`src/rtl/srcr_pkg.sv`:
```
package srcr_pkg;
  localparam int unsigned WORD_W   = 32;
  localparam int unsigned KEY_W    = 16;
  localparam int unsigned PRIO_W   = 3;
  localparam int unsigned NBANK    = 2;
  localparam int unsigned B_REQ    = 2;
  localparam int unsigned B_LOCK   = 3;
  localparam int unsigned B_PRIO   = 8;
  localparam int unsigned B_FNS    = 13;
  localparam int unsigned B_BOOST  = 14;
  localparam int unsigned B_END    = 15;
  localparam int unsigned B_KEY    = WORD_W - KEY_W;
  localparam logic [KEY_W-1:0] WR_KEY = 16'h05FA;
  localparam logic [KEY_W-1:0] RD_KEY = 16'hFA05;

  typedef enum logic {SIDE_NS = 1'b0, SIDE_S = 1'b1} side_e;

  typedef struct packed {
    logic lock;
    logic fault_ns;
    logic boost;
  } cfg_t;

  function automatic logic key_match(input logic [WORD_W-1:0] w);
    return w[WORD_W-1:B_KEY] == WR_KEY;
  endfunction

  function automatic logic [WORD_W-1:0] compose(
      input logic              sec,
      input cfg_t              cfg,
      input logic [PRIO_W-1:0] prio,
      input logic              endian);
    logic [WORD_W-1:0] w;
    w = '0;
    w[WORD_W-1:B_KEY]       = RD_KEY;
    w[B_END]                = endian;
    w[B_BOOST]              = sec & cfg.boost;
    w[B_FNS]                = cfg.fault_ns;
    w[B_PRIO+PRIO_W-1:B_PRIO] = prio;
    w[B_LOCK]               = sec & cfg.lock;
    return w;
  endfunction
endpackage

```
`src/rtl/srcr_prio_bank.sv`:
```
module srcr_prio_bank
  import srcr_pkg::*;
#(
  parameter int unsigned W  = PRIO_W,
  parameter int unsigned NB = NBANK
)(
  input  logic         clk,
  input  logic         rst_n,
  input  logic         we,
  input  logic         sel_secure,
  input  logic [W-1:0] wdata,
  output logic [W-1:0] bank_s,
  output logic [W-1:0] bank_ns,
  output logic [W-1:0] rd_sel
);
  localparam int unsigned SEL_W = (NB > 1) ? $clog2(NB) : 1;
  logic [W-1:0] copy_q [NB];
  logic [SEL_W-1:0] idx;

  assign idx = SEL_W'(sel_secure);

  for (genvar g = 0; g < NB; g++) begin : g_copy
    logic hit;
    assign hit = we && (idx == SEL_W'(g));
    always_ff @(posedge clk or negedge rst_n) begin
      if (!rst_n)   copy_q[g] <= '0;
      else if (hit) copy_q[g] <= wdata;
    end
  end

  assign bank_ns = copy_q[SIDE_NS];
  assign bank_s  = copy_q[SIDE_S];
  assign rd_sel  = copy_q[idx];

  assert_bank_ns_isolated_R7: assert property (@(posedge clk) disable iff (!rst_n)
    (we && sel_secure) |=> $stable(bank_ns));
  assert_bank_s_isolated_R7: assert property (@(posedge clk) disable iff (!rst_n)
    (we && !sel_secure) |=> $stable(bank_s));
endmodule

```
`src/rtl/srcr_cfg_fields.sv`:
```
module srcr_cfg_fields
  import srcr_pkg::*;
(
  input  logic clk,
  input  logic rst_n,
  input  logic accept,
  input  logic secure,
  input  cfg_t wcfg,
  output cfg_t cfg
);
  logic sec_wr;
  assign sec_wr = accept && secure;

  always_ff @(posedge clk or negedge rst_n) begin
    if (!rst_n)      cfg <= '0;
    else if (sec_wr) cfg <= wcfg;
  end

  assert_lock_ns_wi_R5: assert property (@(posedge clk) disable iff (!rst_n)
    (accept && !secure) |=> $stable(cfg.lock));
  assert_fns_ns_ro_R8: assert property (@(posedge clk) disable iff (!rst_n)
    (accept && !secure) |=> $stable(cfg.fault_ns));
  assert_boost_ns_wi_R9: assert property (@(posedge clk) disable iff (!rst_n)
    (accept && !secure) |=> $stable(cfg.boost));
endmodule

```
`src/rtl/srcr_req_pulse.sv`:
```
module srcr_req_pulse (
  input  logic clk,
  input  logic rst_n,
  input  logic accept,
  input  logic secure,
  input  logic req_bit,
  input  logic lock,
  output logic reset_req
);
  logic permitted;
  logic req_take;

  assign permitted = secure || !lock;
  assign req_take  = accept && req_bit && permitted;

  always_ff @(posedge clk or negedge rst_n) begin
    if (!rst_n) reset_req <= 1'b0;
    else        reset_req <= req_take;
  end

  assert_req_from_write_R4: assert property (@(posedge clk) disable iff (!rst_n)
    reset_req |-> $past(accept && req_bit));
  assert_locked_ns_blocked_R6: assert property (@(posedge clk) disable iff (!rst_n)
    (accept && !secure && lock) |=> !reset_req);
  assert_secure_req_R6: assert property (@(posedge clk) disable iff (!rst_n)
    (accept && secure && req_bit) |=> reset_req);
endmodule

```
`src/rtl/sec_rst_ctl.sv`:
```
module sec_rst_ctl
  import srcr_pkg::*;
#(
  parameter bit BIG_ENDIAN = 1'b0
)(
  input  logic              clk,
  input  logic              rst_n,
  input  logic              wr_en,
  input  logic [WORD_W-1:0] wr_data,
  input  logic              rd_en,
  input  logic              acc_secure,
  output logic [WORD_W-1:0] rd_data,
  output logic              reset_req,
  output logic [PRIO_W-1:0] prio_group_s,
  output logic [PRIO_W-1:0] prio_group_ns,
  output logic              fault_ns,
  output logic              sec_boost,
  output logic              reset_lock
);
  logic              accept;
  cfg_t              wcfg;
  cfg_t              cfg;
  logic [PRIO_W-1:0] prio_view;
  logic [WORD_W-1:0] rd_word;
  logic              unused_wbits;

  assign accept        = wr_en && key_match(wr_data);
  assign wcfg.lock     = wr_data[B_LOCK];
  assign wcfg.fault_ns = wr_data[B_FNS];
  assign wcfg.boost    = wr_data[B_BOOST];
  assign unused_wbits  = ^{wr_data[1:0], wr_data[7:4], wr_data[12:11], wr_data[B_END]};

  srcr_prio_bank #(.W(PRIO_W), .NB(NBANK)) u_bank (
    .clk(clk), .rst_n(rst_n), .we(accept), .sel_secure(acc_secure),
    .wdata(wr_data[B_PRIO+PRIO_W-1:B_PRIO]),
    .bank_s(prio_group_s), .bank_ns(prio_group_ns), .rd_sel(prio_view)
  );

  srcr_cfg_fields u_cfg (
    .clk(clk), .rst_n(rst_n), .accept(accept), .secure(acc_secure),
    .wcfg(wcfg), .cfg(cfg)
  );

  srcr_req_pulse u_req (
    .clk(clk), .rst_n(rst_n), .accept(accept), .secure(acc_secure),
    .req_bit(wr_data[B_REQ]), .lock(cfg.lock), .reset_req(reset_req)
  );

  assign rd_word = compose(acc_secure, cfg, prio_view, BIG_ENDIAN);

  always_ff @(posedge clk or negedge rst_n) begin
    if (!rst_n)     rd_data <= '0;
    else if (rd_en) rd_data <= rd_word;
    else            rd_data <= '0;
  end

  assign fault_ns   = cfg.fault_ns;
  assign sec_boost  = cfg.boost;
  assign reset_lock = cfg.lock;

  assert_rd_key_R3: assert property (@(posedge clk) disable iff (!rst_n)
    rd_en |=> (rd_data[WORD_W-1:B_KEY] == RD_KEY && rd_data[2:0] == 3'b000));
  assert_rd_endian_R10: assert property (@(posedge clk) disable iff (!rst_n)
    rd_en |=> rd_data[B_END] == BIG_ENDIAN);
  assert_rd_idle_zero_R11: assert property (@(posedge clk) disable iff (!rst_n)
    !rd_en |=> rd_data == '0);
  assert_bad_key_discard_R2: assert property (@(posedge clk) disable iff (!rst_n)
    (wr_en && wr_data[WORD_W-1:B_KEY] != WR_KEY) |=>
      ($stable(prio_group_s) && $stable(prio_group_ns) && $stable(reset_lock)
       && $stable(fault_ns) && $stable(sec_boost) && !reset_req));
endmodule

```
`config.mk`:
```
export PLATFORM = sky130hd
export DESIGN_NAME = sec_rst_ctl
export DESIGN_NICKNAME = d
export VERILOG_FILES = /design/src/rtl/srcr_pkg.sv /design/src/rtl/srcr_prio_bank.sv /design/src/rtl/srcr_cfg_fields.sv /design/src/rtl/srcr_req_pulse.sv /design/src/rtl/sec_rst_ctl.sv
export SDC_FILE = /design/constraint.sdc
export NUM_CORES = 1
export LEC_CHECK = 0
export BUFFER_PORTS_ARGS = -buffer_cell sky130_fd_sc_hd__buf_2
export CAP_MARGIN = 20
export CORE_ASPECT_RATIO = 0.9
export CORE_MARGIN = 2
export CORE_UTILIZATION = 40
export CTS_CLUSTER_DIAMETER = 40
export DETAILED_ROUTE_END_ITERATION = 6
export PLACE_DENSITY_LB_ADDON = 0.1
export SLEW_MARGIN = 20
export SYNTH_ARGS = -nofsm -noshare
export SYNTH_HDL_FRONTEND = slang
export SYNTH_HIERARCHICAL = 1
export SYNTH_SLANG_ARGS = --single-unit
```
`constraint.sdc`:
```
create_clock -name clk -period 2.7 [get_ports clk]
set_clock_uncertainty 0.05 [all_clocks]
set_input_delay 0.135 -clock clk [delete_from_list [all_inputs] [get_ports clk]]
set_output_delay 0.135 -clock clk [all_outputs]
set_load 0.02 [all_outputs]
```
* After elaboration in Yosys (flattened, before gate mapping)
Cells that the tools add are included.
** Operators by class
- $lt $le $gt $ge :: 1
- Equal/unequal tests :: 1
- Multiplexer cells :: 4
- Bitwise gates (word level) :: 4
- Reductions and logical operators :: 7
** Operators by type and width (number)
- two-way mux 32 bit :: 1
- == test 16 x 11 -> 1 bit (second input constant) :: 1
- two-way mux 3 bit :: 3
- logical AND 1 bit :: 5
- bitwise AND 1 bit :: 2
- >= comparator 2 bit (second input constant) :: 1
- inverter 1 -> 2 bit :: 1
- zero test 1 bit :: 1
- logical OR 1 bit :: 1
- inverter 1 bit :: 1
** Word-level totals
- Register bits after elaboration :: 42
- Input bits :: 37
- Output and inout port bits :: 42
- Word-level logic and storage cells :: 24

* Longest topological paths before layout
Gate-level depths: netlist of the first run.
- Word-level depth :: 5
- Gate-level depth with buffers :: 5
- Mapped depth without buffers :: 5

* Modules after synthesis
Netlist of the first run, hierarchy kept.
** Modules (own cells, without submodules)
- sec_rst_ctl :: times used 1, cells an instance 45, area an instance 460.4 um^2, sequential area each 175.2 um^2
- srcr_prio_bank :: times used 1, cells an instance 17, area an instance 266.5 um^2, sequential area each 150.1 um^2
- srcr_cfg_fields :: times used 1, cells an instance 7, area an instance 126.4 um^2, sequential area each 75.1 um^2
- srcr_req_pulse :: times used 1, cells an instance 4, area an instance 41.3 um^2, sequential area each 25.0 um^2

* Worst setup path after synthesis of the first run
Ideal clock, no wire load.
- Path kind :: input to register
- Start point :: input wr_data[18]
- End point :: register u_bank.copy_q (netlist bit u_bank/bank_ns[0])
- Setup time :: 125 ps
- Arrival time :: 1498 ps
- Required time :: 2525 ps
- Setup slack :: 1027 ps
- Stages on the path :: 5
- Path buffers :: 0
- Cells stage by stage :: and4bb_2 > nand3_1 > nor4_2 > nor2b_2 > mux2_2
** On the way
- Cells in the longest elaborated chain, start to end :: 3
** RTL lines
- from (decl) :: line sec_rst_ctl.sv:9 : input logic [WORD_W-1:0] wr_data,
- == test 16 x 11 -> 1 bit :: line srcr_pkg.sv:25 : return w[WORD_W-1:B_KEY] == WR_KEY;
- logical AND 1 bit :: line sec_rst_ctl.sv:27 : assign accept = wr_en && key_match(wr_data);
- via accept :: line sec_rst_ctl.sv:20 : logic accept;
- logical AND 1 bit :: line srcr_prio_bank.sv:24 : assign hit = we && (idx == SEL_W'(g));
- to (signal, indexed assignment) :: line srcr_prio_bank.sv:27 : else if (hit) copy_q[g] <= wdata;
- to (decl) :: line srcr_prio_bank.sv:17 : logic [W-1:0] copy_q [NB];
The timed path passes the listed nets, and every way through them passes these cells.
A chain may end at the register's enable or synchronous reset.

* Worst setup path after layout of the first run
Same ends and word-level chain as after synthesis.

==> results of run 1 <==
how the worst max path moves through the flow:
stage | from | to | slack, ns | depth (start not counted)
6_report | wr_data[18] | u_bank/bank_ns[0] | 1.26 | 7
3_3_place_gp | wr_data[18] | u_bank/bank_ns[1] | 0.92 | 7
3_5_place_dp | wr_data[18] | u_bank/bank_ns[1] | 0.94 | 7
5_1_grt | wr_data[18] | u_bank/bank_ns[0] | 1.22 | 7
4_1_cts | wr_data[18] | u_bank/bank_ns[0] | 1.24 | 7
2_1_floorplan | wr_data[18] | u_bank/bank_ns[0] | 1.03 | 5
cell usage after synthesis, drive strengths merged:
cell	n	share of area [%]
buf	25	21
dfrtp	17	48
mux2	12	16
and2	4	2.8
nand2	3	1.8
and3	2	1.4
a21oi	1	0.98
and4bb	1	1.4
conb	1	0.42
inv	1	0.42
nand3	1	0.56
nand4b	1	0.98
nand4bb	1	1.3
nor2b	1	0.98
nor4	1	1.4
or3	1	0.70
placed cells by master (no fill, tap or decap):
master	count
and4bb_2	1
dlygate4sd3_1	2
mux2_2	6
clkbuf_4	3
and3_1	2
nand3_1	1
nor2b_2	1
or3_1	1
mux2_4	3
buf_2	51
inv_1	1
nand2_2	2
a21oi_2	1
nand4bb_1	1
nor4_2	1
dfrtp_1	17
nand2_1	1
mux2_1	3
conb_1	18
clkbuf_1	1
nand4b_1	1
and2_1	4
buf_4	1
routing by layer:
| metal | up-vias | part of all wire, % | GRT usage [%] | wire, µm |
|---|---|---|---|---|
| met5 | - | 0 | 0 | 0 |
| li1 | 302 | - | - | - |
| met4 | 0 | 0.92 | 5.128 | 14 |
| met3 | 2 | 14 | 4.908 | 209 |
| met2 | 50 | 45 | 20.33 | 693 |
| met1 | 278 | 40 | 15.05 | 608 |
state kept, by name, indices dropped and copies added (netlist names):
name and cells:
rd_data 7, u_bank/bank_ns 3, u_bank/bank_s 3, u_cfg/cfg 3
u_req/reset_req 1
layout make-up:
type,instances,share of cell area (%)
Clock buffer,4,2.360
Inverter,1,0.3371
Multi-Input combinational cell,47,30.67
Sequential cell,17,38.20
Tap cell,27,3.034
Timing Repair Buffer,54,25.39
per-stage QoR:
step / cells / worst slack [ns]
global route: 150 / 1.216
finish: 150 / 1.258
global placement: 144 / 0.9230
CTS: 150 / 1.244
floorplan: 90 / 1.027
detailed placement: 144 / 0.9373
kinds of logic (layout without fill, tap and decap cells):
logic type,count (synthesis),count (layout)
AO/OA/AOI/OAI,1,1
AND/OR/NAND/NOR,16,16
flip-flops,17,17
multiplexers,12,12
buffers and inverters,26,59
other,1,18
critical path, cell delays in order:
cell and delay, ns:
buf_2 0.09, and4bb_2 0.27, nand3_1 0.09, nor4_2 0.26
buf_4 0.17, nor2b_2 0.21, mux2_2 0.35
power by group through the flow:
stage | clock network (µW) | logic (µW) | registers, µW
finish | 129 | 68.4 | 256
global placement | 0 | 66.1 | 261
global route | 152 | 75.9 | 257
CTS | 136 | 68.8 | 256
detailed placement | 0 | 66.4 | 261
floorplan | 0 | 60.6 | 263
==> reports/qor.txt, run 1 <==
Worst r2r dst - rd_data[9]
Gr ovfl total - 0
Synth Area in Simple Gates - 13.29%
CP max FO - 4
Initial Utilization - 41.76%
Worst r2r src - u_bank/bank_s[1]
Hold Path End - u_req/reset_req
Min-delay src - wr_data[2]
Largest net degree at the start of global routing - 18
Max Clk Rate - 693.6 MHz
DR vias - 632
# IOs - 79
HP Class - in -> reg
Post-Syn Area - 894.6 µm²
Yosys reg bits - 17
# fillers - 209
H-Tree Depth - 1
Clk slew on worst S/H paths - 0.09 ns
Ratio of final minimum period to clock period - 53.40%
Final Hold Fails - 0
Final core occ - 51.99%
DP HPWL - 1228 µm
Number of max-cap violations - 0
RSZ-0062 raised after global routing - no
Initial antenna violation count - 0
Setup violations, final - 0
Crit path launch type - primary input
Post-Synth XOR/XNOR Area - 0%
Pwr dens - 407.1 mW/mm²
Main combinational cell family by area after synthesis - buffers and inverters
Die Area - 0.002631 mm²
TritonCTS Sinks - 17
Cell-internal power - 334.9 µW
GRT Util Overall - 12.76%
Design area - 0.001114 mm²
Mean Syn Cell Area - 12.25 µm²
R2R setup slack - 1.73 ns
Seq pwr share - 56.5%
Compound-gate portion of the synthesized area - 0.9790%
Clock buffer depth - 2
Fraction of final layout cells sized beyond drive strength 1 - 56.91%
Mux share of post-synthesis cell area - 16.36%
Seq/Total Area, Yosys - 47.55%
DRT iter0 DRCs - 1
Unique masters post-synth - 19
Power share of the clock group - 28.4%
Comb pwr share - 15.1%
Fin nets - 161
Final WL - 1524 µm
Maximum VDD drop - 0.0002047 V
Vias in the first global route - 560
Period minus WS final - 1.442 ns
DRT Pass-1 Iters - 3
Multi-input gate area - 341.6 µm²
Hold Path Depth - 3
Clk root buf - clkbuf_4
Die X-Extent - 53.85 µm
Net Sw Power - 118.5 µW
Lkg Pwr - 0.0006766 µW
Synth-to-layout area growth - 24.48%
Register area - 425.4 µm²
CORE AREA - 0.002142 mm²
Number of port buffers - 51
Die height - 48.87 µm
Status - completed
Diodes inserted - 0
Net Sw Frac - 26.13%
Req. time, crit path - 2.82 ns
Cell count after synthesis - 73
Ys Warns - 6
Post-CTS sizing - 0
Worst R2R Path Depth - 2
Setup TNS - 0 ns
Min Hold Slack - 0.02862 ns
Routed len/inst - 10.16 µm
Critical Path AT - 1.57 ns
CTS Hold Buffers Added - 2
First-pass GRT wire length - 2435 µm
Worst-Skew Late Latency - 0.28 ns
Final ANT Viol Nets - 0
Area of placed instances - 0.001067 mm²
Total power - 453.3 µW
DR DRC count - 0
Crit Path Class - in -> reg
Slew Limit Fails - 0
Vias per cell - 4.213
CTS tree - done
Adder-cell share of the synthesized area - 0%
Critical path endpoint category - flip-flop
# rows - 16
Post CTS Setup Buffer Count - 0
Placer Congestion - 0.6668
CTS buffer count - 3
Note: power is estimated with default switching activity, not from simulation.
==> run 2: changes to the inputs <==
--- a/config.mk
+++ b/config.mk
@@ -9,7 +9,7 @@
 export CAP_MARGIN = 20
 export CORE_ASPECT_RATIO = 0.9
 export CORE_MARGIN = 2
-export CORE_UTILIZATION = 40
+export CORE_UTILIZATION = 33
 export CTS_CLUSTER_DIAMETER = 40
 export DETAILED_ROUTE_END_ITERATION = 6
 export PLACE_DENSITY_LB_ADDON = 0.1
==> constraint.sdc (replaced) <==
create_clock -name clk -period 1.2 [get_ports clk]
set_clock_uncertainty 0.05 [all_clocks]
set_input_delay 0.06 -clock clk [delete_from_list [all_inputs] [get_ports clk]]
set_output_delay 0.06 -clock clk [all_outputs]
set_load 0.02 [all_outputs]
==> run 2 against run 1 <==
Net effect:
- the flow now finishes with violations (design-rule violations, negative setup slack)
- via count up 3.3%
- design area grew 13%
- hold slack improved by 0.061 ns
- utilization decreased by 2.0 points
- combinational power grew to 2.7 times the previous value
- power is 130% higher
- largest power group unchanged
- non-clock buffer count grew 7
- critical path type unchanged
- clock power rose by 130%
==> reports/qor.txt, run 2 (synthesis gave the netlist of run 1 again) <==
Lkg Pwr - 0.0007553 µW
Failing checks - design-rule violations, negative setup slack
Initial antenna violation count - 0
Worst r2r dst - rd_data[10]
Synth-to-layout area growth - 40.28%
Crit Path Class - in -> reg
Total power - 1062 µW
# IOs - 79
CTS tree - done
DRT iter0 DRCs - 16
Worst R2R Path Depth - 2
Die X-Extent - 58.89 µm
# rows - 17
Placer Congestion - 0.6879
Final Hold Fails - 0
Critical Path AT - 1.36 ns
Die Area - 0.003144 mm²
Final ANT Viol Nets - 0
TritonCTS Sinks - 17
Routed len/inst - 11.27 µm
Clock buffer depth - 2
Commonest cells after routing, fill and taps aside - buf_2, conb_1, dfrtp_1
Critical path endpoint category - flip-flop
Hold Path End - u_req/reset_req
Fraction of final layout cells sized beyond drive strength 1 - 58.46%
CTS buffer count - 3
Final WL - 1780 µm
Most common cell after layout, fill and taps aside - buf_2
Die height - 53.40 µm
Fin nets - 168
Vias per cell - 4.133
Number of port buffers - 51
Req. time, crit path - 1.33 ns
Post-Place Setup Slack - -0.3846 ns
GRT Util Overall - 12.44%
Worst-Skew Late Latency - 0.29 ns
Hold Path Depth - 3
DR DRC count - 6
CORE AREA - 0.002510 mm²
Diodes inserted - 0
Largest net degree at the start of global routing - 18
Final core occ - 50.00%
CP max FO - 3
CP max stage delay - 0.31 ns
Max Clk Rate - 811.0 MHz
Post CTS Setup Buffer Count - 0
Biggest register - rd_data
DR vias - 653
CP cell instances - buf_6 > and4bb_2 > nand3_2 > nor4_4 > nor2b_4 > mux2_4
Number of max-cap violations - 0
First-pass GRT wire length - 2863 µm
Worst path top cell family by delay - simple AND/OR/NAND/NOR gates
Setup violations, final - 9
Pwr dens - 846.6 mW/mm²
Vias in the first global route - 678
Crit path launch type - primary input
WP buf/inv - 1
Initial Utilization - 35.64%
Min-delay src - acc_secure
RSZ-0062 raised after global routing - yes
Status - complete, but fails checks
Final setup margin - -0.03311 ns
Worst r2r src - u_bank/bank_s[2]
Setup TNS - -0.2099 ns
Clk root buf - clkbuf_4
R2R setup slack - 0.22 ns
HP Class - in -> reg
Ratio of final minimum period to clock period - 102.8%
H-Tree Depth - 1
Period minus WS final - 1.233 ns
Clk slew on worst S/H paths - 0.10 ns
Slew Limit Fails - 0
DP HPWL - 1382 µm
Maximum VDD drop - 0.0006015 V
CP max-delay cell - mux2_4
Gr ovfl total - 0
DRT Pass-1 Iters - 6
Max reg flops - 7
[run 2: power by group]
group	switching, µW	internal, µW	total [µW]
registers	2.28	574	576
clock network	178	124	302
logic	113	70.8	184
[run 2: worst reg2reg max path, cell delays in order, from the launching register on]
cell,delay [ns]
dfrtp_1,0.41
mux2_2,0.26
and2_1,0.15
[run 2: cell type report]
cell class | count | area [µm²]
fill | 232 | 1255
sequential | 17 | 425.4
multi-input combinational | 47 | 397.9
timing repair buffer | 61 | 365.4
tap | 28 | 35.03
clock buffer | 3 | 22.52
clock inverter | 1 | 5.005
inverter | 1 | 3.754
[run 2: what timing repair did]
item | in CTS | in global routing
hold endpoints to repair | 28 | 0
setup endpoints to repair | 9 | 9
pin swaps | 3 | 1
gates resized for setup | 7 | 1
hold buffers | 9 | 0
[run 2: per-layer routing]
layer  track usage, %  part of all wire (%)  vias to the layer above
li1                 -                     -                      316
met1            14.84                    44                      302
met2            21.67                    48                       35
met3            4.401                   8.9                        0
met4            2.273                     0                        0
met5                0                     0                        -
[run 2: how the worst max path moves through the flow]
stage / start / to / cells past startpoint
2_1_floorplan: wr_data[28] / u_bank/bank_ns[0] / 4
3_3_place_gp: wr_data[28] / u_bank/bank_ns[1] / 5
3_5_place_dp: wr_data[28] / u_bank/bank_s[1] / 6
4_1_cts: wr_data[16] / u_bank/bank_ns[2] / 6
5_1_grt: wr_data[18] / u_bank/bank_s[1] / 7
6_report: wr_data[18] / u_bank/bank_ns[2] / 6
[run 2: stage by stage]
step           cell area [µm²]  hold slack (ns)  instances
2_1_floorplan            988.4          -0.2856         90
3_3_place_gp              1099         -0.04747        145
4_1_cts                   1250          0.06463        158
5_1_grt                   1255          0.07755        158
6_report                  1255          0.08984        158
3_5_place_dp              1099         -0.04393        145
